`config.mk`:
```
export PLATFORM = sky130hd
export DESIGN_NAME = bist_session_seq
export DESIGN_NICKNAME = d
export VERILOG_FILES = /design/src/rtl/bist_seq_pkg.sv /design/src/rtl/bist_pattern_timer.sv /design/src/rtl/bist_group_gate.sv /design/src/rtl/bist_unload_counter.sv /design/src/rtl/bist_session_seq.sv
export SDC_FILE = /design/constraint.sdc
export NUM_CORES = 1
export LEC_CHECK = 0
export ABC_AREA = 1
export ABC_CLOCK_PERIOD_IN_PS = 2000
export BUFFER_PORTS_ARGS = -buffer_cell sky130_fd_sc_hd__clkbuf_2
export CORE_ASPECT_RATIO = 1.2
export CORE_MARGIN = 2
export CORE_UTILIZATION = 35
export CTS_CLUSTER_DIAMETER = 120
export DETAILED_ROUTE_END_ITERATION = 8
export PLACE_DENSITY_LB_ADDON = 0.12
export SLEW_MARGIN = 0
export SYNTH_ARGS = -nofsm -noshare
export SYNTH_HDL_FRONTEND = slang
export SYNTH_HIERARCHICAL = 1
export SYNTH_SLANG_ARGS = --single-unit
export TNS_END_PERCENT = 10
```
`constraint.sdc`:
```
create_clock -name clk -period 2 [get_ports clk]
set_input_delay 0.4 -clock clk [delete_from_list [all_inputs] [get_ports clk]]
set_output_delay 0.4 -clock clk [all_outputs]
set_load 0.1 [all_outputs]
```
`src/rtl/bist_seq_pkg.sv`:
```
package bist_seq_pkg;
  function automatic int unsigned pow2(input int unsigned w);
    return 32'd1 << w;
  endfunction
endpackage

```
`src/rtl/bist_pattern_timer.sv`:
```
module bist_pattern_timer #(
  parameter int PAT_W = 6,
  parameter int PER_W = 2
) (
  input  logic             clk,
  input  logic             rst,
  input  logic             clr,
  input  logic             run,
  output logic [PER_W-1:0] per_cnt,
  output logic             base_last,
  output logic             period_last
);
  logic [PAT_W-1:0] pat_cnt;

  always_ff @(posedge clk) begin
    if (rst || clr) begin
      pat_cnt <= '0;
      per_cnt <= '0;
    end else if (run) begin
      pat_cnt <= pat_cnt + 1'b1;
      if (&pat_cnt) per_cnt <= per_cnt + 1'b1;
    end
  end

  assign base_last   = &pat_cnt;
  assign period_last = (&pat_cnt) && (&per_cnt);
endmodule

```
`src/rtl/bist_group_gate.sv`:
```
module bist_group_gate #(
  parameter int                N_GRP     = 3,
  parameter logic [N_GRP-1:0]  LONG_MASK = 3'b100
) (
  input  logic             clk,
  input  logic             rst,
  input  logic             launch,
  input  logic             kill,
  input  logic             short_end,
  input  logic             long_end,
  output logic [N_GRP-1:0] en
);
  for (genvar g = 0; g < N_GRP; g++) begin : g_grp
    logic end_hit;
    if (LONG_MASK[g]) begin : g_long
      assign end_hit = long_end;
    end else begin : g_short
      assign end_hit = short_end;
    end

    always_ff @(posedge clk) begin
      if (rst)                 en[g] <= 1'b0;
      else if (launch)         en[g] <= 1'b1;
      else if (kill || end_hit) en[g] <= 1'b0;
    end
  end
endmodule

```
`src/rtl/bist_unload_counter.sv`:
```
module bist_unload_counter #(
  parameter int LEN = 24
) (
  input  logic clk,
  input  logic rst,
  input  logic clr,
  input  logic run,
  output logic last
);
  localparam int CW = (LEN > 1) ? $clog2(LEN) : 1;
  logic [CW-1:0] cnt;

  assign last = run && (cnt == CW'(LEN - 1));

  always_ff @(posedge clk) begin
    if (rst || clr)  cnt <= '0;
    else if (last)   cnt <= '0;
    else if (run)    cnt <= cnt + 1'b1;
  end
endmodule

```
`src/rtl/bist_session_seq.sv`:
```
module bist_session_seq
  import bist_seq_pkg::*;
#(
  parameter int               N_GRP     = 3,
  parameter logic [N_GRP-1:0] LONG_MASK = 3'b100,
  parameter int               PAT_W     = 6,
  parameter int               PER_W     = 2,
  parameter int               N_SIG     = 3,
  parameter int               WORD_W    = 8
) (
  input  logic             clk,
  input  logic             rst,
  input  logic             start,
  input  logic [N_GRP-1:0] grp_fail,
  input  logic             sig_chain_bit,
  output logic             test_mode,
  output logic [N_GRP-1:0] grp_en,
  output logic             shift_en,
  output logic             ser_data,
  output logic             ser_valid,
  output logic             done,
  output logic             pass
);
  localparam int  UNLOAD_LEN = N_SIG * WORD_W;
  localparam bit  HAS_LONG   = |LONG_MASK;
  localparam int  SHORT_LEN  = pow2(PAT_W);

  logic             unload_phase;
  logic [PER_W-1:0] per_cnt;
  logic             base_last, period_last;
  logic             short_end, long_end, test_end;
  logic             accept, applying, halt, unl_last;

  assign accept    = start && !test_mode;
  assign applying  = test_mode && !unload_phase;
  assign halt      = applying && |(grp_fail & grp_en);
  assign short_end = applying && base_last && (per_cnt == '0);
  assign long_end  = applying && period_last;
  assign test_end  = HAS_LONG ? long_end : short_end;

  bist_pattern_timer #(.PAT_W(PAT_W), .PER_W(PER_W)) u_timer (
    .clk(clk), .rst(rst), .clr(accept), .run(applying && !halt),
    .per_cnt(per_cnt), .base_last(base_last), .period_last(period_last)
  );

  bist_group_gate #(.N_GRP(N_GRP), .LONG_MASK(LONG_MASK)) u_gate (
    .clk(clk), .rst(rst), .launch(accept), .kill(halt),
    .short_end(short_end), .long_end(long_end), .en(grp_en)
  );

  bist_unload_counter #(.LEN(UNLOAD_LEN)) u_unload (
    .clk(clk), .rst(rst), .clr(accept), .run(shift_en), .last(unl_last)
  );

  always_ff @(posedge clk) begin
    if (rst) begin
      test_mode    <= 1'b0;
      unload_phase <= 1'b0;
      shift_en     <= 1'b0;
      done         <= 1'b0;
      pass         <= 1'b0;
    end else if (accept) begin
      test_mode    <= 1'b1;
      unload_phase <= 1'b0;
      shift_en     <= 1'b0;
      done         <= 1'b0;
      pass         <= 1'b0;
    end else if (halt) begin
      test_mode    <= 1'b0;
      done         <= 1'b1;
      pass         <= 1'b0;
    end else if (test_end) begin
      unload_phase <= 1'b1;
      shift_en     <= 1'b1;
    end else if (unl_last) begin
      shift_en     <= 1'b0;
      unload_phase <= 1'b0;
      test_mode    <= 1'b0;
      done         <= 1'b1;
      pass         <= 1'b1;
    end
  end

  always_ff @(posedge clk) begin
    if (rst) begin
      ser_valid <= 1'b0;
      ser_data  <= 1'b0;
    end else begin
      ser_valid <= shift_en;
      ser_data  <= shift_en ? sig_chain_bit : 1'b0;
    end
  end

  if (SHORT_LEN < 2) begin : g_bad_param
    initial $error("PAT_W too small");
  end
endmodule

```
# [Word level (Yosys, flattened, before mapping)]
# Index checks and enable logic that the tools add are counted.
[word_totals] reg_bits=21 latch_bits=0 ramBits=0 mem_bits_ro=0 input_bits=7 output_inout_bits=9 memories=0
[classes] addsub=3 mul=0 div=0 order_cmp=0 n_eq_ne=3 n_shift=0 muxes=12 n_bitwise=4 n_reduce_logical=33
[op_table] operator="2-to-1 mux 1 bit" n=12
[op_table] operator="AND reduction 2 bit" n=5
[op_table] operator="logical AND 1 bit" n=9
[op_table] operator="nonzero test 2 bit" n=4
[op_table] operator="AND reduction 7 bit" n=1
[op_table] operator="adder 6 x 1 -> 6 bit (second input constant)" n=1
[op_table] operator="AND reduction 6 bit" n=1
[op_table] operator="OR reduction 2 bit" n=3
[op_table] operator="OR reduction 3 bit" n=2
[op_table] operator="adder 5 x 1 -> 5 bit (second input constant)" n=1
[op_table] operator="== test 5 bit (second input constant)" n=1
[op_table] operator="AND 3 bit" n=1
[op_table] operator="zero test 1 bit" n=3
[op_table] operator="logical OR 1 bit" n=3
[op_table] operator="inequality test 3 x 2 -> 1 bit (second input constant)" n=1
[op_table] operator="NOT 1 bit" n=3
[op_table] operator="nonzero test 3 bit" n=1
[op_table] operator="adder 2 x 1 -> 2 bit (second input constant)" n=1
[op_table] operator="zero test 2 bit" n=1
[op_table] operator="inequality test 2 bit (second input constant)" n=1

# [Longest topological paths before layout]
[logic_depth] depth_word=7 ltp_mapped=9

# [Hierarchy]
# Netlist, hierarchy kept.
[by_module_without_submodules] module="bist_pattern_timer" n_inst=1 cells_per_inst=53 area_per_inst_um2=406.6 seq_area_each_um2=160.2
[by_module_without_submodules] module="bist_unload_counter" n_inst=1 cells_per_inst=38 area_per_inst_um2=275.3 seq_area_each_um2=100.1
[by_module_without_submodules] module="bist_session_seq" n_inst=1 cells_per_inst=36 area_per_inst_um2=264.0 seq_area_each_um2=120.1
[by_module_without_submodules] module="bist_group_gate" n_inst=1 cells_per_inst=11 area_per_inst_um2=86.3 seq_area_each_um2=40.0

# [Worst setup path after synthesis]
# No wires, ideal clock.
[synth_timing] path_type="reg2reg" startpoint="register u_gate.en[1]" endpoint="register u_timer.per_cnt[0]" t_arrival_ns=2.075 t_required_ns=1.885 slack_ns=-0.190 stages_incl_launch_ff=10 n_path_buf=1 period_less_slack_ns=2.190 path_cell_list="dfxtp_1 buf_4 nand2_1 nand3_1 nor3_1 nand2_2 nor2_8 nand3_1 nand2_1 nor2_1"
[synth_via] elab_chain_len=6
[synth_rtl] item="start, declared" line_no="bist_group_gate.sv:11" rtl="output logic [N_GRP-1:0] en"
[synth_rtl] item="start signal, assigned by index" line_no="bist_group_gate.sv:22" rtl="if (rst) en[g] <= 1'b0;"
[synth_rtl] item="start signal, assigned by index" line_no="bist_group_gate.sv:23" rtl="else if (launch) en[g] <= 1'b1;"
[synth_rtl] item="start signal, assigned by index" line_no="bist_group_gate.sv:24" rtl="else if (kill || end_hit) en[g] <= 1'b0;"
[synth_rtl] item="AND 3 bit" line_no="bist_session_seq.sv:36" rtl="assign halt = applying && |(grp_fail & grp_en);"
[synth_rtl] item="OR reduction 3 bit" line_no="bist_session_seq.sv:36"
[synth_rtl] item="logical AND 1 bit" line_no="bist_session_seq.sv:36"
[synth_rtl] item="zero test 1 bit" line_no="bist_session_seq.sv:42" rtl=".clk(clk), .rst(rst), .clr(accept), .run(applying && !halt),"
[synth_rtl] item="logical AND 1 bit" line_no="bist_session_seq.sv:42"
[synth_rtl] item="AND reduction 7 bit (no source line)"
[synth_rtl] item="end signal, assigned" line_no="bist_pattern_timer.sv:21" rtl="if (&pat_cnt) per_cnt <= per_cnt + 1'b1;"
[synth_rtl] item="end, declared" line_no="bist_pattern_timer.sv:9" rtl="output logic [PER_W-1:0] per_cnt,"
# Every way passes these cells.
# A chain may end at the register's enable or synchronous reset.

==> run_results.csv <==
group,metric,value,unit
outcome,status,"completed",
die,core,2810,um2
finish,n_fill_cell,315,
sta,slew_viol_final,0,
worst_setup_path,startpoint_type,"flip-flop",
global_routing,grt_pass1_wl,3210,um
worst_setup_path,path_class,"reg -> out",
global_routing,overflow,0,
worst_setup_path,cp-end-kind,"output pin",
finish,antennaDiodeCount,0,
synth,yosysUniqueCellTypes,26,
worst_setup_path,cp.arrival,1420,ps
clock_tree,clk_pin_slew,120,ps
clock_tree,cts_tree,"yes",
synth,avgSynthCellArea,7.48,um2
route,drcViolationCount,0,
synth,synth-seq-area-share,40.7,%
sta,rsz0062_at_grt,"no",
worst_setup_path,critPathRequiredTime,1600,ps
sta,period_share,91.1,%
power,vdd_drop_max,0.000435,V
worst_setup_path,cp_top_family,"flip-flops",
synth,synth-seq-cells,21,
global_routing,grt_pass1_vias,769,
run,drv_cap,0,
sta,max_clock_freq,549,MHz
worst_setup_path,critPathMaxFanout,11,
worst_setup_path,critical_path.cell_chain,"clkbuf_2",
route,vias,887,
clock_tree,cts_setup_buffers,0,
clock_tree,cts_hold_buffers,0,
placed_design,dpl_cell_area,1140,um2
finish,final_cell_area,1170,um2
sta,worst_pin_slew,541,ps
route,vias_per_cell,4.67,
die,ios,16,
finish,layout-drive-gt1-share,26.3,%
sta,relSlewSlack,64.1,%
clock_tree,cts_root_buffer,"clkbuf_4",
worst_setup_path,crit_slowest_cell,"dfxtp_1",
worst_setup_path,crit_buf_inv,1,
synth,syn-cell-area,1030,um2
route,first_pass_iters,4,
route,drtIter0Drc,13,
clock_tree,insertion_delay,290,ps
sta,tns,0,ps
route,drt_wl_total,1940,um
synth,ys_warn_count,6,
finish,ff_latch_area,423,um2
route,drtAntennaViolNets,0,
placed_design,post-dp-hpwl,1520,um
synth,syn_nets,148,
finish,num-nets-final,167,
route,detail_route.wl_per_cell,10.2,um
die,initial_core_util,36.7,%
finish,utilization,41.5,%
finish,multiInputGateArea,518,um2
synth,synth_cells,138,
power,power.leakage,0.000514,uW
placed_design,numPortBuffers,15,
clock_tree,h-tree-depth,1,
finish,syn_to_final_growth,13.1,%
sta,period_needed,1820,ps
global_routing,grt_antenna_before_repair,0,
global_routing,grt_max_degree,12,
global_routing,track_usage,12.6,%
sta,finalSetupViolations,0,
sta,final_hold_viol_count,0,
clock_tree,cts_made_buffers,3,
clock_tree,clock_sinks,21,
die,num_rows,21,
clock_tree,cts_resized,0,
worst_hold_path,hold_class,"in -> reg",
placed_design,gp_congestion,0.856,
worst_setup_path,cpPeakStageDelay,590,ps
die,die_area,3400,um2
die,die_w,53.6,um
die,die_height,63.5,um
sta,skew,1.67,ps
power,p_per_area,659,nW/um2
clock_tree,clk_path_buf_depth,2,
cell families (layout without fill, tap and decap cells):
group	after synthesis	after routing	share of synthesized area, %
xor+xnor	2	2	1.70
flops	21	21	40.7
buf+inv	22	40	9.09
fa+ha+maj	3	3	3.64
simple gates	72	72	35.2
compound gates	18	18	9.70
stage by stage:
stage	instances	hold WS (ps)	total power, uW	worst slack [ps]
2_1_floorplan	138	439	549	61.3
3_3_place_gp	186	447	574	510
3_5_place_dp	186	452	575	498
4_1_cts	190	316	787	143
5_1_grt	190	309	813	45.7
6_report	190	330	769	178
final timing paths:
check / start / to / slack (ps) / cells after the start
worst max-delay path: unload_phase / shift_en / 180 / 1
worst min-delay path: sig_chain_bit / ser_data / 330 / 2
worst max register to register: u_timer/pat_cnt[0] / done / 550 / 8
worst min register to register: u_timer/pat_cnt[5] / u_timer/pat_cnt[5] / 470 / 2
cell usage after synthesis:
master,number,area share [%]
nand2_1,23,8.4
dfxtp_1,21,41
nor2_1,21,7.6
inv_1,17,6.2
a21oi_1,10,4.8
nand3_1,9,4.4
nand2_2,6,3.6
o21ai_0,4,1.9
ha_1,3,3.6
inv_2,3,1.1
nor2_2,3,1.8
a21oi_2,2,1.7
nor3_1,2,0.97
nor3b_1,2,1.5
buf_4,1,0.73
buf_6,1,1.1
nand2_4,1,1.1
nand3_2,1,0.97
nor2_4,1,1.1
nor2_8,1,1.9
nor3_2,1,0.97
o21ai_1,1,0.48
o21bai_1,1,0.73
or2_4,1,0.85
xnor2_1,1,0.85
xor2_1,1,0.85
per-layer routing:
layer | track usage (%) | routed length, um
met5 | 0 | 0
met4 | 5.77 | 21
met3 | 2.13 | 50
met2 | 18.8 | 934
met1 | 17.3 | 931
flip-flops by register name (all words and copies together), names as in the netlist:
signal	count
u_timer/pat_cnt	6
unload_phase	1
ser_valid	1
u_timer/per_cnt	2
ser_data	1
u_gate/en	2
pass	1
test_mode	1
u_unload/cnt	5
done	1
power breakdown:
part	switching, uW	internal (uW)	leakage, uW
logic	98.2	29.9	0.000328
registers	9.22	428	0.000171
clock network	126	77.5	0.0000150
cells in the final DEF, fill, tap and decap left out, drive strengths merged:
| cell type | instances |
|---|---|
| or2 | 1 |
| nor3b | 2 |
| ha | 3 |
| xnor2 | 1 |
| nand2 | 30 |
| inv | 20 |
| buf | 1 |
| xor2 | 1 |
| dfxtp | 21 |
| clkbuf | 19 |
| o21ai | 5 |
| o21bai | 1 |
| nor2 | 26 |
| a21oi | 12 |
| nand3 | 10 |
| nor3 | 3 |
cell type report:
type | instances | area share, %
clock buffers | 4 | 2.25
inverters | 20 | 6.43
multi-input cells | 95 | 44.4
flip-flops and latches | 21 | 36.2
well taps | 34 | 3.64
repair buffers | 16 | 7.07
Power figures use the tool's default switching activity.
